===== src/rtl/card_init_pkg.sv =====
package card_init_pkg;

  typedef enum logic [1:0] {
    SEL_IDENT  = 2'd0,
    SEL_VECTOR = 2'd1,
    SEL_CTRL   = 2'd2,
    SEL_STATUS = 2'd3
  } card_sel_e;

  typedef enum logic [1:0] {
    CMD_NONE  = 2'd0,
    CMD_FIRST = 2'd1,
    CMD_SECOND = 2'd2,
    CMD_CLEAR = 2'd3
  } card_cmd_e;

  typedef struct packed {
    logic got_first;
    logic got_second;
  } hs_state_t;

endpackage


===== src/rtl/card_rst_sync.sv =====
module card_rst_sync #(
  parameter int STAGES = 2
) (
  input  logic clk,
  input  logic rst_n,
  output logic rst_n_sync
);
  logic [STAGES-1:0] chain_q;

  always_ff @(posedge clk or negedge rst_n) begin
    if (!rst_n) chain_q <= '0;
    else        chain_q <= {chain_q[STAGES-2:0], 1'b1};
  end

  assign rst_n_sync = chain_q[STAGES-1];
endmodule


===== src/rtl/card_cmd_decode.sv =====
module card_cmd_decode
  import card_init_pkg::*;
(
  input  logic      acc_valid,
  input  card_sel_e sel,
  output card_cmd_e cmd
);
  always_comb begin
    cmd = CMD_NONE;
    if (acc_valid) begin
      unique case (sel)
        SEL_IDENT, SEL_VECTOR: cmd = CMD_FIRST;
        SEL_CTRL:              cmd = CMD_SECOND;
        SEL_STATUS:            cmd = CMD_CLEAR;
        default:               cmd = CMD_NONE;
      endcase
    end
  end
endmodule


===== src/rtl/card_hs_track.sv =====
module card_hs_track
  import card_init_pkg::*;
(
  input  logic      clk,
  input  logic      rst_n,
  input  card_cmd_e cmd,
  output hs_state_t state
);
  hs_state_t state_q, state_d;
  logic      state_en;

  assign state_en = (cmd != CMD_NONE);

  always_comb begin
    state_d = state_q;
    unique case (cmd)
      CMD_FIRST:  state_d.got_first  = 1'b1;
      CMD_SECOND: state_d.got_second = 1'b1;
      CMD_CLEAR:  state_d            = '0;
      default:    state_d            = state_q;
    endcase
  end

  always_ff @(posedge clk or negedge rst_n) begin
    if (!rst_n)        state_q <= '0;
    else if (state_en) state_q <= state_d;
  end

  assign state = state_q;
endmodule


===== src/rtl/card_hs_action.sv =====
module card_hs_action
  import card_init_pkg::*;
#(
  parameter int DATA_W = 8,
  parameter int ID_W   = 16
) (
  input  card_cmd_e         cmd,
  input  card_sel_e         sel,
  input  logic              acc_write,
  input  hs_state_t         state,
  input  logic [ID_W-1:0]   card_id,
  input  logic [DATA_W-1:0] irq_vec,
  output logic [DATA_W-1:0] rd_data,
  output logic              go_init,
  output logic              go_express,
  output logic              go_full
);
  localparam int ID_HI_LSB = ID_W - DATA_W;

  logic both_seen;
  logic [DATA_W-1:0] ident_byte;

  assign both_seen = state.got_first & state.got_second;

  always_comb begin
    go_init    = 1'b0;
    go_express = 1'b0;
    go_full    = 1'b0;
    unique case (cmd)
      CMD_FIRST: begin
        go_init    = state.got_second & ~state.got_first;
        go_express = both_seen;
      end
      CMD_SECOND: begin
        go_init = state.got_first & ~state.got_second;
        go_full = both_seen;
      end
      default: ;
    endcase
  end

  always_comb begin
    if (sel == SEL_IDENT) ident_byte = card_id[ID_HI_LSB +: DATA_W];
    else                  ident_byte = card_id[DATA_W-1:0];
  end

  always_comb begin
    rd_data = '0;
    if (cmd == CMD_FIRST && !acc_write) begin
      if (state.got_second) rd_data = irq_vec;
      else                  rd_data = ident_byte;
    end
  end
endmodule


===== src/rtl/card_init_sequencer.sv =====
module card_init_sequencer
  import card_init_pkg::*;
#(
  parameter int DATA_W      = 8,
  parameter int ID_W        = 16,
  parameter int SYNC_STAGES = 2
) (
  input  logic              clk,
  input  logic              rst_n,
  input  logic              acc_valid,
  input  logic              acc_write,
  input  logic [1:0]        reg_sel,
  input  logic [ID_W-1:0]   card_id,
  input  logic [DATA_W-1:0] irq_vec,
  output logic [DATA_W-1:0] rd_data,
  output logic              start_init,
  output logic              start_express,
  output logic              start_full
);
  logic      rst_n_sync;
  card_sel_e sel;
  card_cmd_e cmd;
  hs_state_t hs;
  logic      seen0, seen1;

  assign sel   = card_sel_e'(reg_sel);
  assign seen0 = hs.got_first;
  assign seen1 = hs.got_second;

  card_rst_sync #(.STAGES(SYNC_STAGES)) u_rst (
    .clk(clk), .rst_n(rst_n), .rst_n_sync(rst_n_sync)
  );

  card_cmd_decode u_dec (
    .acc_valid(acc_valid & rst_n_sync), .sel(sel), .cmd(cmd)
  );

  card_hs_track u_trk (
    .clk(clk), .rst_n(rst_n_sync), .cmd(cmd), .state(hs)
  );

  card_hs_action #(.DATA_W(DATA_W), .ID_W(ID_W)) u_act (
    .cmd(cmd), .sel(sel), .acc_write(acc_write), .state(hs),
    .card_id(card_id), .irq_vec(irq_vec), .rd_data(rd_data),
    .go_init(start_init), .go_express(start_express), .go_full(start_full)
  );
endmodule


===== config.mk =====
export PLATFORM = sky130hd
export DESIGN_NAME = card_init_sequencer
export DESIGN_NICKNAME = d
export VERILOG_FILES = /design/src/rtl/card_init_pkg.sv /design/src/rtl/card_rst_sync.sv /design/src/rtl/card_cmd_decode.sv /design/src/rtl/card_hs_track.sv /design/src/rtl/card_hs_action.sv /design/src/rtl/card_init_sequencer.sv
export SDC_FILE = /design/constraint.sdc
export NUM_CORES = 1
export LEC_CHECK = 0
export ABC_AREA = 1
export BUFFER_PORTS_ARGS = -buffer_cell sky130_fd_sc_hd__buf_2
export CAP_MARGIN = 30
export CORE_MARGIN = 4
export CORE_UTILIZATION = 36
export DETAILED_ROUTE_END_ITERATION = 6
export GPL_ROUTABILITY_DRIVEN = 0
export PLACE_DENSITY = 0.77
export SETUP_SLACK_MARGIN = 0.05
export SLEW_MARGIN = 20
export SYNTH_ARGS = -nofsm -noshare
export SYNTH_HDL_FRONTEND = slang
export SYNTH_HIERARCHICAL = 1
export SYNTH_SLANG_ARGS = --single-unit

===== constraint.sdc =====
create_clock -name clk -period 1.8 [get_ports clk]
set_input_delay 0.36 -clock clk [delete_from_list [all_inputs] [get_ports clk]]
set_output_delay 0.36 -clock clk [all_outputs]
set_load 0.03 [all_outputs]

# [Word-level counts from Yosys, hierarchy flattened]
# Cells that the tools add are included.
# Widths: inputs -> output; s select.
[totals] wordCells=34 register_bits=4 out_inout_bits=11
[classes] eq_ne=6 bitwise=6 n_reduce_logical=9 n_mux=10
[ops] operator="$mux 8" count=3
[ops] operator="$eq 2x2->1 const B" count=4
[ops] operator="$pmux 1 s2" count=3
[ops] operator="$pmux 2 s3" count=1
[ops] operator="$reduce_bool 2->1" count=3
[ops] operator="$and 1x1->1" count=4
[ops] operator="$eq 2x1->1 const B" count=2
[ops] operator="$reduce_and 2->1" count=2
[ops] operator="$logic_not 2->1" count=1
[ops] operator="$mux 1" count=2
[ops] operator="$mux 2" count=1
[ops] operator="$not 1->1" count=2
[ops] operator="$reduce_or 2->1" count=1
[ops] operator="$logic_and 1x1->1" count=1
[ops] operator="$logic_not 1->1" count=1

# [Logic depth before layout (Yosys ltp)]
[logic_depth] ltp_word=7 ltp_mapped=12 mapped_depth_nobuf=11

# [By module]
# The synthesis kept the hierarchy.
[by_module_without_submodules] module="card_hs_action" cells_per_inst=78 instances=1 area_each_um2=415.4
[by_module_without_submodules] module="card_hs_track" cells_per_inst=10 instances=1 area_each_um2=80.1
[by_module_without_submodules] module="card_rst_sync" cells_per_inst=3 instances=1 area_each_um2=53.8
[by_module_without_submodules] module="card_cmd_decode" cells_per_inst=5 instances=1 area_each_um2=23.8
[by_module_without_submodules] module="card_init_sequencer" cells_per_inst=2 instances=1 area_each_um2=7.5

# [Worst setup path after synthesis]
# No wires, ideal clock.
[synth_path] kind="reg2out" start="register u_rst.chain_q[1]" end="output rd_data[0]" path_slack_ns=-0.094 arrival_time_ns=1.534 required_time_ns=1.440 stages_incl_launch_ff=12 path_cell_list="dfrtp_1 nand2_1 inv_1 inv_1 a21oi_2 ha_1 inv_1 or2_1 buf_6 nor2_2 nand2_1 inv_1"
[synth_between] elab_chain_cells=5
[synth_lines] item="start: declaration" line="card_rst_sync.sv:8" source="logic [STAGES-1:0] chain_q;"
[synth_lines] item="start signal: assignment" line="card_rst_sync.sv:12" source="else chain_q <= {chain_q[STAGES-2:0], 1'b1};"
[synth_lines] item="$and 1x1->1" line="card_init_sequencer.sv:35" source=".acc_valid(acc_valid & rst_n_sync), .sel(sel), .cmd(cmd)"
[synth_lines] item="$mux 2" line="card_cmd_decode.sv:10" source="if (acc_valid) begin"
[synth_lines] item="named net cmd[0]" line="card_init_sequencer.sv:22" source="card_cmd_e cmd;"
[synth_lines] item="$eq 2x1->1" line="card_hs_action.sv:49" source="if (cmd == CMD_FIRST && !acc_write) begin"
[synth_lines] item="$logic_and 1x1->1" line="card_hs_action.sv:49"
[synth_lines] item="$mux 8" line="card_hs_action.sv:49"
[synth_lines] item="end: declaration" line="card_init_sequencer.sv:15" source="output logic [DATA_W-1:0] rd_data,"
# The timed path passes the listed nets, and every way through them passes these cells.

# [Final worst setup path]
[layout_path] start="register u_rst.chain_q[1]" end="output rd_data[6]"
# Same word-level chain as after synthesis.

==> results <==
- The run finished, with violations left.
- The checks that failed: negative setup slack.
- In this run, the number of DRC markers left after iteration 0 of detailed routing was 1.
- Once placement completed, the tool counted placed cells totaling between 150 and 200.
- The stage delay of the slowest cell on the critical path is 0.33 ns.
- The largest driver fanout on the critical path is 8.
- The maximum clock insertion buffer count is 2.
- The placed instances occupy a cell area of 831 um^2.
- The final instance area is roughly 980 um^2.
- After global routing the overflow that remains totals 0.
- The cell area power density is between 400 and 500 mW/mm^2.
- During synthesis, Yosys emitted a total of 6 warnings.
- Buffers placed on the I/O ports in this run total 40.
- In the routed design, unresolved DRC markers number 0.
- The number of failing hold endpoints at the final stage is 0.
- The most common cell in the synthesized netlist is nand2_1.
- In the final routed layout, each cell accounts on average for ~10 um.
- The family of cells with the greatest summed delay on the critical path is simple AND/OR/NAND/NOR gates.
- The via density per instance is ~4.4.
- Setup slack on the critical path of the routed design comes to -0.238 ns.
- When the netlist entered floorplanning its net count stood at 131.
- The critical-path cell with the highest stage delay is dfrtp_1.
- The number of flops mapped to enable cells by yosys is 0.
- The number of max-slew violations in the final report is 0.
- The number of cells produced by synthesis is 98.
- The placed wire-length estimate after detailed placement is about 1400 um.
- Counting instances in the post-synthesis netlist gives the leading cell types as nand2_1 (35), inv_1 (18), nor2_1 (11).
- Entering global routing, the biggest net connects 19 pins.
- The clock tree root buffer cell is clkbuf_4.
- The cell type contributing the most total cell area after synthesis is nand2_1.
- Of the post-synthesis cell area, the dominant cell type holds 0.226.
- In this run the critical register-to-register path is launched from u_rst/chain_q[1].
- From synthesis to final layout, the design area changed by 68.8%.
- The horizontal die dimension is just under 50 um.
- The proportion of synthesized flip-flops having asynchronous set or reset is 1.00.
- In this run the worst hold path is classified as register to asynchronous set/reset pin.
- The arrival time at the worst endpoint is between 1.5 and 2 ns.
- The cell seen most often among critical-path stages is inv_2.
- The first TritonRoute pass finished after 3 iterations.
- Setup repair after global routing could not meet its margin everywhere.
- The full die area is about 0.0023 mm^2.
- The initial antenna violation count is 0.
- Hold is met by approximately 0.21 ns.
- The critical path class is register to output pin.
- The CTS tree is yes.
- Setup violations remaining at the end of the flow were counted as 9.
- For this design the static power due to leakage is about 0.57 nW.
- The clock buffer count from CTS is 3.
- After synthesis, the mean cell area works out to 5.92 um^2.
- The share of cells above drive strength 1 is 0.624.
- STA classifies the critical path startpoint as a register.
- The clock skew is 0.00287 ns.
- The share of the Yosys chip area taken by registers is 0.172.
- The post-placement worst setup slack is -0.246 ns.
- Among all flip-flop cells after synthesis, the most frequent one is dfrtp_1.
- The count of antenna diodes in the layout is 0.
- The number of buffers and inverters on the critical path is 5.
- The later-pin clock latency in the skew report is ~0.23 ns.
- The first global-routing pass estimated 2590 um of wire.
- The starting density of the core is 0.385.
- The required time of the critical path is 1.44 ns.
- The finished layout holds around 170 standard cells, fillers aside.
- The number of core rows is 14.
- The critical path goes through nand2_1 > inv_2 > inv_2 > a21oi_2 > ha_2 > inv_2 > or2_4 > nor2_2 > nand2_1 > inv_2 > buf_6.
- IR analysis of the VDD net gives a maximum drop of approximately 350 uV.
- The fmax is 491 MHz.
- The post-route total power is 0.000433 W.
- The count of max-cap constraint violations is 0.
- The core region is 0.00151 mm^2.
- The total number of clock tree sinks is 4.
- The count of distinct cell types in the synthesized netlist is 15.
- STA classifies the critical path endpoint as an output pin.
- The number of levels in the clock H-tree is 1.
- The number of nets with antenna violations after detailed routing is 0.
- The clock period minus worst slack is a little over 2 ns.
- The number of global-route vias before repair was 721.
- After clock tree synthesis, the clock-pin slew on the worst setup and hold paths is around 0.040 ns.
- Counting flops and latches in the post-synthesis netlist gives 4.
- In this run the vertical extent of the chip is slightly below 50 um.
- The post-route clock period utilization is 1.13.
- In the global route stage, overall resource usage came out at 0.163.
- The filler cell count in the final layout is 140.
- By area the synthesized netlist is led by nand2_1 (23%), dfrtp_1 (17%), nand3_2 (14%).
- The count of vias placed by the detailed router is 730.
- The number of primary I/O pins is between 40 and 50.
- Summed over all layers, the routed wires come to 1700 um.
- In the final design database the tool counted about 180 nets.
- The synthesized area is 581 um^2.
- The start point of the critical path is u_rst/chain_q[1].
final cells by class:
class	count	area (um^2)	share of cell area
well taps	16	20.0	0.0204
inverters	21	78.8	0.0805
repair buffers	50	347	0.354
multi-input cells	71	412	0.420
flip-flops and latches	4	100	0.102
clock buffers	3	22.5	0.0230
worst min-delay path: cells and delay by family (launching register included):
family                 cells  cell delay, ns
flip-flops                 1            0.33
buffers and inverters      2            0.20
stage by stage:
stage | util | setup TNS [ns]
global placement | 0.551 | -1.70
CTS | 0.634 | -1.99
finish | 0.650 | -1.85
detailed placement | 0.551 | -1.94
global route | 0.650 | -3.31
floorplan | - | -0.271
cell families after synthesis:
kind of cell,Yosys count,share of synthesized area
AOI/OAI and AO/OA,2,0.0237
adders and majority gates,3,0.0647
buffers and inverters,23,0.181
DFF,4,0.172
other,1,0.00646
and+or+nand+nor,65,0.552
flip-flops by register name, summed over array words and instances (netlist names):
name and count:
u_rst/chain_q 2, u_trk/state 2
power breakdown:
group | switching (W) | internal, W
clock network | 0.0000334 | 0.0000744
registers | 0.00000849 | 0.000100
logic | 0.000124 | 0.0000931
path summary, 6_finish.rpt:
path | end | slack (ns) | cells after the start
max | rd_data[6] | -0.24 | 11
min | u_trk/state[1] | 0.21 | 2
max reg2reg | u_trk/state[0] | 0.68 | 9
min reg2reg | u_trk/state[1] | 0.21 | 2
max in group asynchronous | u_rst/chain_q[1] | 1.26 | 2
min in group clk | u_rst/chain_q[1] | 0.35 | 0
cells in the final DEF, fill, tap and decap left out, drive strengths merged:
| cell type | Yosys | layout |
|---|---|---|
| clkbuf | 0 | 3 |
| a21oi | 2 | 2 |
| nor2 | 20 | 20 |
| inv | 21 | 21 |
| ha | 3 | 3 |
| or2 | 1 | 1 |
| conb | 1 | 1 |
| buf | 2 | 49 |
| nand2 | 35 | 35 |
| nand3 | 9 | 9 |
| dfrtp | 4 | 4 |
| dlygate4sd3 | 0 | 1 |
timing repair:
action	CTS	global route
setup endpoints to repair	11	11
hold buffers	1	0
pin swaps	4	6
hold endpoints to repair	2	0
setup buffers	2	1
resized for setup	24	11
layer usage:
metal,up-vias,track usage,part of all wire
met5,-,0,0
met4,0,0.0806,0
met3,0,0.0443,0.11
met2,26,0.328,0.56
met1,317,0.142,0.33
li1,387,-,-
Power figures use the tool's default switching activity.
